[src/rtl/cct_pkg.sv]
package cct_pkg;

  localparam int CTRL_LSB = 6;
  localparam int REG_AW   = 2;
  localparam int EDGE_W   = 3;

  localparam logic [REG_AW-1:0] A_CTRL = 2'd0;
  localparam logic [REG_AW-1:0] A_CMP  = 2'd1;
  localparam logic [REG_AW-1:0] A_CNT  = 2'd2;
  localparam logic [REG_AW-1:0] A_CAP  = 2'd3;

  localparam logic [3:0] SEL_DOUBLE = 4'd0;
  localparam logic [3:0] SEL_EXT    = 4'd15;

  typedef enum logic [2:0] {
    CC_NONE     = 3'd0,
    CC_TOGGLE   = 3'd1,
    CC_PULSE    = 3'd2,
    CC_CAP_FALL = 3'd3,
    CC_CAP_RISE = 3'd4,
    CC_CAP_R2   = 3'd5,
    CC_CAP_R4   = 3'd6,
    CC_CAP_R8   = 3'd7
  } cc_mode_e;

  // Control word, stored as bits 15:6 of the register
  typedef struct packed {
    logic       en;
    cc_mode_e   mode;
    logic       halt_stop;
    logic       irq_rel;
    logic [3:0] clk_sel;
  } ctrl_t;

  localparam int CTRL_W = $bits(ctrl_t);

  // Prescaler codes 1..8 divide by 2^(code-1)
  function automatic logic sel_is_div(input logic [3:0] sel);
    return (sel >= 4'd1) && (sel <= 4'd8);
  endfunction

  // Low bits of the prescaler that must all be set for a tick
  function automatic logic [15:0] div_mask(input logic [3:0] sel);
    logic [15:0] one;
    one = 16'd1;
    if (sel_is_div(sel)) return (one << (sel - 4'd1)) - one;
    return '0;
  endfunction

  function automatic logic [1:0] step_of(input logic [3:0] sel);
    return (sel == SEL_DOUBLE) ? 2'd2 : 2'd1;
  endfunction

  function automatic logic is_compare(input cc_mode_e m);
    return (m == CC_TOGGLE) || (m == CC_PULSE);
  endfunction

  function automatic logic is_nth_edge(input cc_mode_e m);
    return (m == CC_CAP_R2) || (m == CC_CAP_R4) || (m == CC_CAP_R8);
  endfunction

  // Edge tally value at which a divide-by-N capture fires (N-1)
  function automatic logic [EDGE_W-1:0] edge_goal(input cc_mode_e m);
    case (m)
      CC_CAP_R2: return 3'd1;
      CC_CAP_R4: return 3'd3;
      CC_CAP_R8: return 3'd7;
      default:   return 3'd0;
    endcase
  endfunction

endpackage

[src/rtl/cct_prescale.sv]
module cct_prescale
  import cct_pkg::*;
#(
  parameter int PRE_W = 7   // must cover the largest divisor (128)
) (
  input  logic       clk,
  input  logic       rst_n,
  input  logic       run,
  input  logic [3:0] clk_sel,
  input  logic       ext_rise,
  output logic       tick
);

  logic [PRE_W-1:0] pre_q;
  logic [PRE_W-1:0] mask;
  logic             div_hit;

  assign mask    = PRE_W'(div_mask(clk_sel));
  assign div_hit = ((pre_q & mask) == mask);

  // Phase counter restarts whenever counting is paused
  always_ff @(posedge clk) begin
    if (!rst_n)    pre_q <= '0;
    else if (!run) pre_q <= '0;
    else           pre_q <= pre_q + PRE_W'(1);
  end

  always_comb begin
    tick = 1'b0;
    if (run) begin
      if (sel_is_div(clk_sel))        tick = div_hit;
      else if (clk_sel == SEL_DOUBLE) tick = 1'b1;
      else if (clk_sel == SEL_EXT)    tick = ext_rise;
    end
  end

  // a divided rate never ticks on two consecutive clocks
  a_r4_div_spacing: assert property (@(posedge clk) disable iff (!rst_n)
    (tick && sel_is_div(clk_sel) && (clk_sel != 4'd1))
      |=> (!tick || (clk_sel != $past(clk_sel))));

endmodule

[src/rtl/cct_evt_edge.sv]
module cct_evt_edge #(
  parameter int SYNC_STAGES = 2
) (
  input  logic clk,
  input  logic rst_n,
  input  logic evt_in,
  output logic rise,
  output logic fall
);

  logic [SYNC_STAGES-1:0] sync_q;
  logic                   last_q;
  logic                   synced;

  generate
    if (SYNC_STAGES == 1) begin : g_one
      always_ff @(posedge clk) begin
        if (!rst_n) sync_q <= '0;
        else        sync_q <= evt_in;
      end
    end else begin : g_chain
      always_ff @(posedge clk) begin
        if (!rst_n) sync_q <= '0;
        else        sync_q <= {sync_q[SYNC_STAGES-2:0], evt_in};
      end
    end
  endgenerate

  assign synced = sync_q[SYNC_STAGES-1];

  always_ff @(posedge clk) begin
    if (!rst_n) last_q <= 1'b0;
    else        last_q <= synced;
  end

  assign rise = synced & ~last_q;
  assign fall = ~synced & last_q;

  // an edge report lasts a single clock
  a_r5_rise_single: assert property (@(posedge clk) disable iff (!rst_n)
    rise |=> !rise);

  // falling edges are reported once as well
  a_r9_fall_single: assert property (@(posedge clk) disable iff (!rst_n)
    fall |=> !fall);

endmodule

[src/rtl/cct_capture.sv]
module cct_capture
  import cct_pkg::*;
(
  input  logic     clk,
  input  logic     rst_n,
  input  logic     en,
  input  cc_mode_e mode,
  input  logic     rise,
  input  logic     fall,
  output logic     cap_evt
);

  cc_mode_e          mode_q;
  logic [EDGE_W-1:0] ecnt_q;
  logic [EDGE_W-1:0] ecnt_eff;
  logic [EDGE_W-1:0] goal;
  logic              nth;
  logic              tally_hit;

  assign nth       = is_nth_edge(mode);
  assign goal      = edge_goal(mode);
  // A function change restarts the tally in the same cycle
  assign ecnt_eff  = (mode != mode_q) ? '0 : ecnt_q;
  assign tally_hit = (ecnt_eff == goal);

  always_comb begin
    case (mode)
      CC_CAP_FALL:                    cap_evt = en & fall;
      CC_CAP_RISE:                    cap_evt = en & rise;
      CC_CAP_R2, CC_CAP_R4, CC_CAP_R8: cap_evt = en & rise & tally_hit;
      default:                        cap_evt = 1'b0;
    endcase
  end

  always_ff @(posedge clk) begin
    if (!rst_n) begin
      mode_q <= CC_NONE;
      ecnt_q <= '0;
    end else begin
      mode_q <= mode;
      if (nth && en && rise) ecnt_q <= tally_hit ? '0 : EDGE_W'(ecnt_eff + EDGE_W'(1));
      else                   ecnt_q <= ecnt_eff;
    end
  end

  // with an unchanged function the tally stays below its target
  a_r10_tally_bounded: assert property (@(posedge clk) disable iff (!rst_n)
    (nth && (mode == mode_q)) |-> (ecnt_q <= goal));

endmodule

[src/rtl/capcmp_timer.sv]
module capcmp_timer
  import cct_pkg::*;
#(
  parameter int CNT_W       = 16,
  parameter int PRE_W       = 7,
  parameter int SYNC_STAGES = 2,
  parameter int DATA_W      = 32
) (
  input  logic              clk,
  input  logic              rst_n,
  input  logic              evt_in,
  input  logic              dbg_halt,
  input  logic              reg_we,
  input  logic [REG_AW-1:0] reg_addr,
  input  logic [DATA_W-1:0] reg_wdata,
  output logic [DATA_W-1:0] reg_rdata,
  output logic [CNT_W-1:0]  count_o,
  output logic [CNT_W-1:0]  capture_o,
  output logic              cmp_out,
  output logic              irq
);

  ctrl_t            ctrl_q;
  ctrl_t            ctrl_wr;
  logic [CNT_W-1:0] cmp_q;
  logic [CNT_W-1:0] count_q;
  logic [CNT_W-1:0] cap_q;
  logic             out_q;
  logic             irq_q;

  logic             wr_ctrl;
  logic             wr_cmp;
  logic             rel_evt;
  logic             run;
  logic             tick;
  logic             ext_rise;
  logic             ext_fall;
  logic             cap_evt;
  logic             cmp_match;
  logic             unused_wbits;

  assign wr_ctrl      = reg_we && (reg_addr == A_CTRL);
  assign wr_cmp       = reg_we && (reg_addr == A_CMP);
  assign ctrl_wr      = ctrl_t'(reg_wdata[CTRL_LSB +: CTRL_W]);
  assign unused_wbits = ^reg_wdata[DATA_W-1:CNT_W];

  // Interrupt release: a write of 0 to the release bit after a stored 1
  assign rel_evt = wr_ctrl && ctrl_q.irq_rel && !ctrl_wr.irq_rel;

  assign run = ctrl_q.en && !(ctrl_q.halt_stop && dbg_halt);

  cct_evt_edge #(.SYNC_STAGES(SYNC_STAGES)) u_edge (
    .clk    (clk),
    .rst_n  (rst_n),
    .evt_in (evt_in),
    .rise   (ext_rise),
    .fall   (ext_fall)
  );

  cct_prescale #(.PRE_W(PRE_W)) u_pre (
    .clk      (clk),
    .rst_n    (rst_n),
    .run      (run),
    .clk_sel  (ctrl_q.clk_sel),
    .ext_rise (ext_rise),
    .tick     (tick)
  );

  cct_capture u_cap (
    .clk     (clk),
    .rst_n   (rst_n),
    .en      (ctrl_q.en),
    .mode    (ctrl_q.mode),
    .rise    (ext_rise),
    .fall    (ext_fall),
    .cap_evt (cap_evt)
  );

  assign cmp_match = is_compare(ctrl_q.mode) && tick && (count_q == cmp_q);

  always_ff @(posedge clk) begin
    if (!rst_n) begin
      ctrl_q <= '0;
      cmp_q  <= '1;
    end else begin
      if (wr_ctrl) ctrl_q <= ctrl_wr;
      if (wr_cmp)  cmp_q  <= reg_wdata[CNT_W-1:0];
    end
  end

  always_ff @(posedge clk) begin
    if (!rst_n)         count_q <= '0;
    else if (cmp_match) count_q <= '0;
    else if (tick)      count_q <= count_q + CNT_W'(step_of(ctrl_q.clk_sel));
  end

  always_ff @(posedge clk) begin
    if (!rst_n)       cap_q <= '0;
    else if (cap_evt) cap_q <= count_q;
  end

  always_ff @(posedge clk) begin
    if (!rst_n) begin
      out_q <= 1'b0;
    end else begin
      case (ctrl_q.mode)
        CC_TOGGLE: if (cmp_match) out_q <= ~out_q;
        CC_PULSE:  out_q <= cmp_match;
        default:   out_q <= 1'b0;
      endcase
    end
  end

  always_ff @(posedge clk) begin
    if (!rst_n)                    irq_q <= 1'b0;
    else if (cmp_match || cap_evt) irq_q <= 1'b1;
    else if (rel_evt)              irq_q <= 1'b0;
  end

  always_comb begin
    reg_rdata = '0;
    case (reg_addr)
      A_CTRL:  reg_rdata[CTRL_LSB +: CTRL_W] = ctrl_q;
      A_CMP:   reg_rdata[CNT_W-1:0] = cmp_q;
      A_CNT:   reg_rdata[CNT_W-1:0] = count_q;
      default: reg_rdata[CNT_W-1:0] = cap_q;
    endcase
  end

  assign count_o   = count_q;
  assign capture_o = cap_q;
  assign cmp_out   = out_q;
  assign irq       = irq_q;

  // a disabled channel keeps its count
  a_r3_hold_when_off: assert property (@(posedge clk) disable iff (!rst_n)
    !ctrl_q.en |=> (count_q == $past(count_q)));

  // a compare match restarts the count from zero
  a_r7_match_reload: assert property (@(posedge clk) disable iff (!rst_n)
    cmp_match |=> (count_q == '0));

  // toggle compare inverts the pin on a match
  a_r7_toggle_flip: assert property (@(posedge clk) disable iff (!rst_n)
    (cmp_match && (ctrl_q.mode == CC_TOGGLE)) |=> (cmp_out != $past(cmp_out)));

  // a pulse lasts one clock unless a zero compare value re-matches
  a_r8_pulse_width: assert property (@(posedge clk) disable iff (!rst_n)
    (cmp_out && (ctrl_q.mode == CC_PULSE) && (cmp_q != '0))
      |=> (!cmp_out || (ctrl_q.mode != CC_PULSE)));

  // the latch only falls after the release handshake
  a_r11_release_only: assert property (@(posedge clk) disable iff (!rst_n)
    $fell(irq) |-> $past(rel_evt));

  // plain counting never raises the interrupt
  a_r12_normal_quiet: assert property (@(posedge clk) disable iff (!rst_n)
    ((ctrl_q.mode == CC_NONE) && !irq) |=> !irq);

endmodule

[config.mk]
export PLATFORM = sky130hd
export DESIGN_NAME = capcmp_timer
export DESIGN_NICKNAME = d
export VERILOG_FILES = /design/src/rtl/cct_pkg.sv /design/src/rtl/cct_prescale.sv /design/src/rtl/cct_evt_edge.sv /design/src/rtl/cct_capture.sv /design/src/rtl/capcmp_timer.sv
export SDC_FILE = /design/constraint.sdc
export NUM_CORES = 1
export LEC_CHECK = 0
export ABC_AREA = 0
export BUFFER_PORTS_ARGS = -buffer_cell sky130_fd_sc_hd__buf_4
export CAP_MARGIN = 20
export CORE_ASPECT_RATIO = 0.9
export CORE_UTILIZATION = 44
export DETAILED_ROUTE_END_ITERATION = 8
export GPL_TIMING_DRIVEN = 0
export PLACE_DENSITY = 0.68
export RECOVER_POWER = 100
export SLEW_MARGIN = 20
export SYNTH_ARGS = -nofsm -noshare
export SYNTH_HDL_FRONTEND = slang
export SYNTH_SLANG_ARGS = --single-unit
[constraint.sdc]
create_clock -name clk -period 4.75 [get_ports clk]
set_input_delay 0.2375 -clock clk [delete_from_list [all_inputs] [get_ports clk]]
set_output_delay 0.2375 -clock clk [all_outputs]
set_load 0.01 [all_outputs]
==> summary.txt, run 1 <==
Run status
  • Outcome: finished, final reports clean

Floorplan
  • Row cnt: 33
  • Core Region: 9210 um2
  • DIE WIDTH: 105 um
  • Starting density of the core: 0.458
  • Die Height: 94.8 um
  • # IOs: 105
  • Die area: 9970 um2

Critical path
  • Worst path slowest cell: nor4b_1
  • CP Cell Sequence: clkbuf_1, nor2_1, nand3b_1, ha_1, nand3b_1, o221ai_1, nor4b_1, a21boi_0, clkbuf_1, clkbuf_1, o31ai_1, a21oi_1
  • Worst Path Max Fanout: 10
  • Most numerous cell on the critical path: clkbuf_1
  • Setup crit end kind: flop
  • CP Data Arrival Time: 3.91 ns
  • Startpoint types: flop
  • Worst path max stage delay: 0.80 ns
  • Kind of critical path: reg -> reg
  • Critical Path RT: 4.99 ns

Finish
  • Final nets: 619
  • Fraction of layout cells with a size suffix above 1: 0.131
  • Inserted Diodes: 0
  • Area grow syn2layout: 18.3%
  • Final Non-Filler Cells: 700
  • Final Cell Area: 4980 um2

Synth
  • Sequential element share of the synthesized area: 0.361
  • Post-synthesis cell area: 4210 um2
  • Post-synth ARST share: 0
  • Yosys warns: 0
  • Synth cell types: 58
  • Ys flop type: dfxtp_1
  • #FFs+latches synth: 76
  • Mean Syn Cell Area: 8.81 um2
  • Post-Synthesis Cells: 478
  • Post-synth EDFFs: 0

Placement
  • DPL Wire Length: 8570 um
  • Cell Count Post-Placement: 685
  • Post-Place Cell Area: 4950 um2
  • Port Buffers: 70
  • RePlAce Congestion: 0.852

Global route
  • Met1 Use GR: 0.325
  • Initial antenna violation count: 0
  • Gr busiest metal: met2
  • First-pass GRT wire length: 17900 um
  • Grt ovf: 0
  • Grt met3 use: 0.0524
  • Global routing usage on met2: 0.371
  • Vias in the first global route: 3460
  • Tot GR Track Use: 0.235
  • Largest net degree at the start of global routing: 13

Power and ir drop
  • PwrDens: 283 nW/um2
  • Internal Pwr Total: 1080 uW
  • Sequential power share: 0.468
  • Leak Pwr: 0.00185 uW
  • Clock power frac: 0.426
  • Sw Pwr: 335 uW
  • Part of the power in combinational logic: 0.106
  • Net Sw Frac: 0.237
  • Worst VDD drop: 170 uV

Clocking
  • Root Driver: clkbuf_8
  • CTS Buffer Depth: 2
  • Post-CTS sizing: 0
  • Clock-pin slew on the worst setup and hold paths: 0.09 ns
  • H-tree depth: 3
  • Total setup buffers inserted after CTS: 0
  • CTS Sinks: 76
  • TritonCTS Buffers: 9
  • Hold-fix buffers, CTS: 0
  • Clk_lat worst skew: 0.36 ns
  • TritonCTS clock tree: yes

Job
  • MaxCap Viol Count: 0

Timing
  • Final setup viols: 0
  • Skew final: 0.0130 ns
  • Worst Tran Pin Value: 0.892 ns
  • Final worst path period need: 3.68 ns
  • RSZ-0062 raised after global routing: false
  • Relative slew slack: 0.397
  • Fin. max-slew vios: 0
  • Fin crit share: 0.774
  • Hold Vio Cnt, Final: 0
  • Final hold slack: 0.0843 ns
  • Setup_tns: 0 ns
  • Max Fclk: 272 MHz

Detailed routing
  • Avg Vias per Cell: 5.51
  • Final ANT Viol Nets: 0
  • Detailed Routing Iterations Pass 1: 4
  • Vias: 3859
  • WL final: 11400 um
  • First-iteration detailed-routing DRC count: 198
  • WL/cell: 16.3 um
  • DRC errors left: 0

Min path
  • Worst Hold Class: in -> reg
## final timing paths
| kind | start | end | slack, ns | cells past startpoint |
|---|---|---|---|---|
| hold reg to reg | u_edge.sync_q[1] | u_edge.last_q | 0.47 | 1 |
| hold / removal | reg_wdata[3] | cmp_q[3] | 0.08 | 3 |
| setup / recovery | ctrl_q[2] | count_o[3] | 1.07 | 12 |
| setup reg to reg | ctrl_q[2] | count_o[3] | 1.07 | 12 |
## critical path: cells and delay by family (launching register included)
family	cells	cell delay (ns)
buf+inv	3	0.97
flops	1	0.38
fa+ha+maj	1	0.20
compound gates	4	0.79
simple gates	4	1.21
## flip-flops by register name, summed over array words and instances, names as in the netlist
| signal | cells |
|---|---|
| ctrl_q | 10 |
| u_pre.pre_q | 7 |
| u_edge.sync_q | 2 |
| capture_o | 16 |
| count_o | 16 |
| u_edge.last_q | 1 |
| cmp_q | 16 |
| irq | 1 |
| u_cap.ecnt_q | 3 |
| cmp_out | 1 |
| u_cap.mode_q | 3 |
## power by group through the flow
| stage | Combinational, uW | Sequential [uW] | Clock, uW |
|---|---|---|---|
| 3_3_place_gp | 153 | 674 | 0 |
| 6_report | 150 | 660 | 601 |
| 2_1_floorplan | 101 | 672 | 0 |
| 5_1_grt | 164 | 662 | 633 |
| 4_1_cts | 157 | 660 | 609 |
| 3_5_place_dp | 156 | 675 | 0 |
## cell usage after synthesis (3+ instances only)
| library cell | instances | area share |
|---|---|---|
| a21boi_0 | 11 | 0.020 |
| a21oi_1 | 16 | 0.019 |
| a22o_1 | 6 | 0.012 |
| a31oi_1 | 3 | 0.0045 |
| and2_1 | 10 | 0.015 |
| and3_1 | 4 | 0.0059 |
| and4_1 | 3 | 0.0062 |
| buf_2 | 8 | 0.0095 |
| buf_4 | 17 | 0.030 |
| clkbuf_1 | 23 | 0.020 |
| dfxtp_1 | 76 | 0.36 |
| ha_1 | 5 | 0.015 |
| inv_1 | 12 | 0.011 |
| mux2_2 | 4 | 0.011 |
| mux2i_1 | 19 | 0.045 |
| mux4_2 | 10 | 0.053 |
| nand2_1 | 69 | 0.061 |
| nand2b_1 | 7 | 0.010 |
| nand3_1 | 27 | 0.032 |
| nand3b_1 | 5 | 0.0089 |
| nor2_1 | 15 | 0.013 |
| nor2b_1 | 21 | 0.031 |
| nor4_1 | 4 | 0.0059 |
| o21ai_0 | 8 | 0.0095 |
| o31ai_1 | 10 | 0.018 |
| or2_2 | 3 | 0.0045 |
| or3_1 | 7 | 0.010 |
| or4_1 | 9 | 0.016 |
| xnor2_1 | 9 | 0.019 |
| xor2_1 | 18 | 0.037 |
## cell usage in the layout, fill, tap and decap left out, drive strengths merged, types with 3 or more instances in the layout
| master | instances |
|---|---|
| bufinv | 3 |
| buf | 41 |
| nand2b | 7 |
| nand3 | 27 |
| xnor2 | 9 |
| ha | 5 |
| nor2 | 15 |
| a31oi | 3 |
| clkbuf | 90 |
| xor2 | 18 |
| nor3b | 3 |
| a21boi | 13 |
| and4 | 3 |
| or4 | 9 |
| mux2 | 5 |
| o31ai | 10 |
| mux4 | 10 |
| nor4 | 4 |
| a22o | 6 |
| o21ai | 9 |
| and3 | 4 |
| a21oi | 16 |
| conb | 16 |
| and2 | 10 |
| nand2 | 69 |
| dfxtp | 76 |
| or2 | 3 |
| mux2i | 19 |
| nor2b | 21 |
| inv | 12 |
| or3 | 7 |
| nand3b | 5 |
## per-stage QoR
stage / total power (uW) / setup slack (ns) / util
floorplan: 773 / 2.19 / -
global placement: 828 / 1.90 / 0.537
global route: 1460 / 0.778 / 0.541
detailed placement: 831 / 1.81 / 0.537
CTS: 1430 / 1.74 / 0.563
finish: 1410 / 1.07 / 0.541
## per-layer routing
layer	vias to the layer above	routed length (um)
li1	1844	-
met4	0	143
met2	159	5110
met5	-	0
met1	1843	5520
met3	13	648
## logic make-up (layout without fill, tap and decap cells)
| family | Yosys count | after routing | share of synthesized area |
|---|---|---|---|
| AO/OA/AOI/OAI | 74 | 74 | 0.123 |
| buffers and inverters | 62 | 147 | 0.0763 |
| XOR/XNOR | 27 | 27 | 0.0561 |
| adder cells (fa/ha/maj) | 6 | 6 | 0.0196 |
| flip-flops | 76 | 76 | 0.361 |
| other | 1 | 16 | 0.000890 |
| multiplexers | 34 | 34 | 0.112 |
| AND/OR/NAND/NOR | 198 | 198 | 0.251 |
## layout make-up
class                   instances  area, um2
plain buffers                  50        267
clock buffers                  11        141
clock inverters                 4       97.6
fillers                       916       4230
inverters                      12       45.0
multi-input cells             355       2420
flip-flops and latches         76       1520
well taps                     122        153
repair buffers                 70        338
Note: power is estimated with default switching activity, not from simulation.
==> inputs of run 2 (changes only) <==
==> constraint.sdc (replaced) <==
create_clock -name clk -period 3.7 [get_ports clk]
set_input_delay 0.185 -clock clk [delete_from_list [all_inputs] [get_ports clk]]
set_output_delay 0.185 -clock clk [all_outputs]
set_load 0.01 [all_outputs]
==> summary.txt, run 2 (synthesis gave the netlist of run 1 again) <==
Detailed routing
  • WL final: 11400 um (about the same)
  • Final ANT Viol Nets: 0 (unchanged)
  • First-iteration detailed-routing DRC count: 201 (was 198)
  • Detailed Routing Iterations Pass 1: 5 (was 4)
  • Vias: 3851 (was 3859)
  • DRC errors left: 0 (unchanged)
  • WL/cell: 16.3 um (about the same)
  • Avg Vias per Cell: 5.50 (was 5.51)

Min path
  • Worst Hold Class: in -> reg (unchanged)
  • Worst hold path depth: 3 (unchanged)

Finish
  • Inserted Diodes: 0 (unchanged)
  • Fraction of layout cells with a size suffix above 1: 0.137 (was 0.131)
  • Final Cell Area: 4990 um2 (was 4980 um2)
  • Fillers: 911 (was 916)
  • Most common cell after layout, fill and taps aside: clkbuf_1 (unchanged)
  • Final nets: 619 (unchanged)
  • Area grow syn2layout: 18.5% (was 18.3%)
  • Highest-count cells in the layout ignoring fill and taps: clkbuf_1, dfxtp_1, nand2_1, buf_4, nand3_1 (unchanged)

Placement
  • Port Buffers: 70 (unchanged)
  • RePlAce Congestion: 0.852 (unchanged)
  • Post-Place Cell Area: 4950 um2 (unchanged)
  • DPL Wire Length: 8570 um (unchanged)

Global route
  • Grt ovf: 0 (unchanged)
  • Tot GR Track Use: 0.235 (unchanged)
  • Largest net degree at the start of global routing: 13 (unchanged)
  • Initial antenna violation count: 0 (unchanged)
  • Vias in the first global route: 3460 (unchanged)
  • First-pass GRT wire length: 17900 um (unchanged)

Floorplan
  • Core Region: 9210 um2 (unchanged)
  • Die Height: 94.8 um (unchanged)
  • # IOs: 105 (unchanged)
  • Die area: 9970 um2 (unchanged)
  • DIE WIDTH: 105 um (unchanged)
  • Row cnt: 33 (unchanged)
  • Starting density of the core: 0.458 (unchanged)

Clocking
  • Hold-fix buffers, CTS: 0 (unchanged)
  • Post-CTS sizing: 0 (unchanged)
  • CTS Buffer Depth: 2 (unchanged)
  • Clk_lat worst skew: 0.36 ns (about the same)
  • TritonCTS Buffers: 9 (unchanged)
  • Total setup buffers inserted after CTS: 0 (unchanged)
  • TritonCTS clock tree: yes (unchanged)
  • CTS Sinks: 76 (unchanged)
  • Clock-pin slew on the worst setup and hold paths: 0.09 ns (about the same)
  • H-tree depth: 3 (unchanged)
  • Root Driver: clkbuf_8 (unchanged)

Timing
  • Fin. max-slew vios: 0 (unchanged)
  • Final setup viols: 0 (unchanged)
  • Max Fclk: 313 MHz (was 272 MHz)
  • Fin crit share: 0.862 (was 0.774)
  • Skew final: 0.0133 ns (was 0.0130 ns)
  • Relative slew slack: 0.555 (was 0.397)
  • RSZ-0062 raised after global routing: false (unchanged)
  • Hold Vio Cnt, Final: 0 (unchanged)
  • Setup_tns: 0 ns (unchanged)
  • Final worst path period need: 3.19 ns (was 3.68 ns)
  • Worst Tran Pin Value: 0.667 ns (was 0.892 ns)

Critical path
  • Worst path slowest cell: nor4b_2 (was nor4b_1)
  • R2R cell count: 12 (unchanged)
  • Worst path max stage delay: 0.55 ns (was 0.80 ns)
  • CP Cell Sequence: buf_2, nor2_1, nand3b_1, ha_1, or2_2, o221ai_1, nor4b_2, a21boi_1, clkbuf_1, clkbuf_1, o31ai_1, a21oi_1 (was clkbuf_1, nor2_1, nand3b_1, ha_1, nand3b_1, o221ai_1, nor4b_1, a21boi_0, clkbuf_1, clkbuf_1, o31ai_1, a21oi_1)
  • Critical Path RT: 3.94 ns (was 4.99 ns)
  • CP Data Arrival Time: 3.43 ns (was 3.91 ns)
  • Setup crit end kind: flop (unchanged)
  • Kind of critical path: reg -> reg (unchanged)
  • Most numerous cell on the critical path: clkbuf_1 (unchanged)
  • Worst Path Max Fanout: 10 (unchanged)
  • Startpoint types: flop (unchanged)

Power and ir drop
  • PwrDens: 363 nW/um2 (was 283 nW/um2)
  • Worst VDD drop: 218 uV (was 170 uV)
  • Leak Pwr: 0.00186 uW (was 0.00185 uW)

Job
  • MaxCap Viol Count: 0 (unchanged)

Run status
  • Outcome: finished, final reports clean (unchanged)
## run 2: cell type report
cell class / instances / area (um2) / share of cell area
clock inverter: 4 / 97.6 / 0.0195
buffer: 50 / 272 / 0.0544
inverter: 12 / 45.0 / 0.00902
tap: 122 / 153 / 0.0306
sequential: 76 / 1520 / 0.305
clock buffer: 11 / 141 / 0.0283
timing repair buffer: 70 / 338 / 0.0677
multi-input combinational: 355 / 2430 / 0.486
## run 2: worst max-delay path: cells and delay by family, from the launching register on
kind / cells / cell delay [ns]
and+or+nand+nor: 4 / 0.98
buffers and inverters: 3 / 0.77
AOI/OAI and AO/OA: 4 / 0.70
DFF: 1 / 0.34
adders and majority gates: 1 / 0.28
## run 2: per-layer routing
layer | track usage | part of all wire
met1 | 0.325 | 0.48
met2 | 0.371 | 0.45
met4 | 0.0622 | 0.0092
met3 | 0.0524 | 0.059
met5 | 0 | 0
## run 2: power breakdown
group	leakage, uW	internal (uW)	switching (uW)
Combinational	0.00112	85.6	107
Clock	0.000116	463	311
Sequential	0.000616	833	14.9
Total	0.00186	1380	433
## run 2: path summary, 6_finish.rpt
kind,start,endpoint,slack [ns]
worst max-delay path,ctrl_q[2],count_o[3],0.51
worst max register to register,ctrl_q[2],count_o[3],0.51
worst min-delay path,reg_wdata[3],cmp_q[3],0.03
worst min register to register,u_edge.sync_q[1],u_edge.last_q,0.47
## run 2: stage by stage
stage	utilization	worst slack (ns)	instances	total power (uW)	hold WS, ns
floorplan	-	1.14	493	992	0.309
global placement	0.537	0.846	685	1060	0.396
detailed placement	0.537	0.764	685	1070	0.395
CTS	0.563	0.689	700	1830	0.0284
global route	0.542	0.253	700	1870	0.0255
finish	0.542	0.510	700	1810	0.0332
==> inputs of run 3 (changes only) <==
--- a/config.mk
+++ b/config.mk
@@ -5,14 +5,14 @@
 export SDC_FILE = /design/constraint.sdc
 export NUM_CORES = 1
 export LEC_CHECK = 0
-export ABC_AREA = 0
+export ABC_AREA = 1
 export BUFFER_PORTS_ARGS = -buffer_cell sky130_fd_sc_hd__buf_4
 export CAP_MARGIN = 20
 export CORE_ASPECT_RATIO = 0.9
 export CORE_UTILIZATION = 44
 export DETAILED_ROUTE_END_ITERATION = 8
 export GPL_TIMING_DRIVEN = 0
-export PLACE_DENSITY = 0.68
+export PLACE_DENSITY = 0.67
 export RECOVER_POWER = 100
 export SLEW_MARGIN = 20
 export SYNTH_ARGS = -nofsm -noshare
==> summary.txt, run 3 <==
Finish
  • Most common cell after layout, fill and taps aside: nand2_1 (was clkbuf_1)
  • Final nets: 805 (was 619)
  • Highest-count cells in the layout ignoring fill and taps: nand2_1, inv_1, dfxtp_1, clkbuf_1, nor2_1 (was clkbuf_1, dfxtp_1, nand2_1, buf_4, nand3_1)
  • Final Cell Area: 5270 um2 (was 4990 um2)
  • Fraction of layout cells with a size suffix above 1: 0.107 (was 0.137)
  • Inserted Diodes: 0 (unchanged)
  • Area grow syn2layout: 17.3% (was 18.5%)

Detailed routing
  • DRC errors left: 0 (unchanged)
  • WL final: 13500 um (was 11400 um)
  • Met1 WL: 6020 um (was 5500 um)
  • Final ANT Viol Nets: 0 (unchanged)
  • Vias: 4599 (was 3851)
  • Detailed Routing Iterations Pass 1: 7 (was 5)
  • Avg Vias per Cell: 5.17 (was 5.50)
  • Met2 wire len: 6380 um (was 5140 um)
  • WL/cell: 15.2 um (was 16.3 um)
  • Top sig layer: met4 (unchanged)
  • First-iteration detailed-routing DRC count: 324 (was 201)
  • Met3 WL: 839 um (was 669 um)

Critical path
  • Worst Path Max Fanout: 10 (unchanged)
  • Startpoint types: flop (unchanged)
  • Critical Path RT: 3.93 ns (was 3.94 ns)
  • Kind of critical path: reg -> reg (unchanged)
  • FF-to-FF setup slack: 0.98 ns (was 0.51 ns)
  • Worst reg2reg path startpoint: ctrl_q[3] (was ctrl_q[2])
  • Critical path startpoint: ctrl_q[3] (was ctrl_q[2])
  • CP Data Arrival Time: 2.95 ns (was 3.43 ns)
  • Setup crit end kind: flop (unchanged)

Timing
  • Skew final: 0.00877 ns (was 0.0133 ns)
  • Fin crit share: 0.734 (was 0.862)
  • Final worst path period need: 2.72 ns (was 3.19 ns)
  • Relative slew slack: 0.577 (was 0.555)
  • RSZ-0062 raised after global routing: false (unchanged)
  • Worst Tran Pin Value: 0.632 ns (was 0.667 ns)
  • Fin. max-slew vios: 0 (unchanged)
  • Final setup viols: 0 (unchanged)
  • Max Fclk: 368 MHz (was 313 MHz)
  • Setup_tns: 0 ns (unchanged)
  • Hold Vio Cnt, Final: 0 (unchanged)

Synth
  • Sequential element share of the synthesized area: 0.339 (was 0.361)
  • Post-synth EDFFs: 0 (unchanged)
  • Synth cell count leaders: nand2_1, inv_1, dfxtp_1 (was dfxtp_1, nand2_1, nand3_1)
  • Synth top area share: 0.339 (was 0.361)
  • Post-synth ARST share: 0 (unchanged)
  • Post-synthesis cell area: 4490 um2 (was 4210 um2)
  • Mean Syn Cell Area: 6.77 um2 (was 8.81 um2)
  • Yosys warns: 0 (unchanged)
  • Largest cells by area after synthesis: dfxtp_1, nand2_1, inv_1, nor2_1, nand3_1 (was dfxtp_1, nand2_1, mux4_2, mux2i_1, xor2_1)
  • Yosys top cell by area: dfxtp_1 (unchanged)
  • Post-Synthesis Cells: 663 (was 478)
  • Ys flop type: dfxtp_1 (unchanged)
  • Most frequent cell after synthesis: nand2_1 (was dfxtp_1)
  • #FFs+latches synth: 76 (unchanged)
  • Synth cell types: 41 (was 58)

Clocking
  • TritonCTS Buffers: 9 (unchanged)
  • Clk_lat worst skew: 0.34 ns (was 0.36 ns)
  • Post-CTS sizing: 0 (unchanged)
  • CTS Sinks: 76 (unchanged)
  • H-tree depth: 3 (unchanged)
  • Root Driver: clkbuf_16 (was clkbuf_8)
  • Total setup buffers inserted after CTS: 0 (unchanged)
  • CTS Buffer Depth: 2 (unchanged)
  • Clock-pin slew on the worst setup and hold paths: 0.07 ns (was 0.09 ns)
  • Hold-fix buffers, CTS: 0 (unchanged)
  • TritonCTS clock tree: yes (unchanged)

Global route
  • First-pass GRT wire length: 21800 um (was 17900 um)
  • Grt ovf: 0 (unchanged)
  • Tot GR Track Use: 0.266 (was 0.235)
  • Largest net degree at the start of global routing: 14 (was 13)
  • Initial antenna violation count: 0 (unchanged)
  • Vias in the first global route: 4406 (was 3460)

Floorplan
  • DIE WIDTH: 109 um (was 105 um)
  • Die area: 10600 um2 (was 9970 um2)
  • # IOs: 105 (unchanged)
  • Core Region: 9780 um2 (was 9210 um2)
  • Row cnt: 34 (was 33)
  • Starting density of the core: 0.459 (was 0.458)
  • Die Height: 97.9 um (was 94.8 um)

Run status
  • Outcome: finished, final reports clean (unchanged)

Power and ir drop
  • Leak Pwr: 0.00233 uW (was 0.00186 uW)
  • Worst VDD drop: 212 uV (was 218 uV)
  • PwrDens: 372 nW/um2 (was 363 nW/um2)

Placement
  • DPL Wire Length: 10400 um (was 8570 um)
  • Post-Place Cell Area: 5240 um2 (was 4950 um2)
  • RePlAce Congestion: 0.959 (was 0.852)
  • Port Buffers: 71 (was 70)

Min path
  • Min-Delay Startpoint: evt_in (was reg_wdata[3])
  • Worst Hold Class: in -> reg (unchanged)

Job
  • MaxCap Viol Count: 0 (unchanged)
-- run 3: cell types whose count changed after synthesis, moves of 15 or more --
cell and delta:
nand3_1 +17, nor2b_1 -21, a21oi_1 +21, o21ai_0 +15, inv_1 +69, mux2i_1 -19
nor2_1 +53, nand2_1 +96
-- run 3: final timing paths --
path | to | cells after the start
worst max-delay path | count_o[15] | 14
worst min register to register | u_edge.last_q | 2
worst max register to register | count_o[15] | 14
worst min-delay path | u_edge.sync_q[0] | 3
-- run 3: final cells by class --
| type | count | area [um2] |
|---|---|---|
| Timing Repair Buffer | 71 | 342 |
| Multi-Input combinational cell | 471 | 2360 |
| Tap cell | 126 | 158 |
| Clock buffer | 9 | 225 |
| Inverter | 85 | 320 |
| Sequential cell | 76 | 1520 |
| Buffer | 46 | 279 |
| Fill cell | 1062 | 4520 |
| Clock inverter | 6 | 65.1 |
-- run 3: power by group --
part           leakage [uW]  internal, uW  switching, uW
combinational       0.00158          81.0            136
sequential         0.000617           837           21.9
clock              0.000142           520            365
total               0.00233          1440            523
-- run 3: layer usage --
layer / vias to the layer above / track usage
met2: 164 / 0.447
met5: - / 0
met4: 0 / 0.0759
li1: 2279 / -
met1: 2131 / 0.349
met3: 25 / 0.0414
-- run 3: worst max-delay path, stage by stage, from the launching register on --
cell and delay (ns):
dfxtp_1 0.40, nor2_1 0.34, nand3_2 0.12, ha_1 0.31, nor2_1 0.08, a21oi_1 0.05
nand2_1 0.06, nor2_1 0.04, nand2_1 0.07, nand2_2 0.05, nand2_1 0.29, clkinvlp_2 0.41
buf_12 0.25, nand2_1 0.08, a21oi_2 0.05
-- run 3: through the flow --
step	worst slack, ns	utilization	hold WS, ns	total power [uW]	instances
floorplan	1.57	-	0.283	1020	678
CTS	1.08	0.565	0.0242	1980	890
detailed placement	1.11	0.535	0.375	1110	875
finish	0.983	0.538	0.0320	1960	890
global placement	1.13	0.535	0.373	1100	875
global route	0.636	0.538	0.0305	2030	890
-- run 3: kinds of logic (layout without fill, tap and decap cells) --
group	count (synthesis)	in the layout	synth area share
AO/OA/AOI/OAI	95	95	0.130
XOR/XNOR	27	27	0.0568
adder cells (fa/ha/maj)	6	6	0.0184
buffers and inverters	131	217	0.138
flip-flops	76	76	0.339
other	1	16	0.000835
AND/OR/NAND/NOR	327	327	0.316
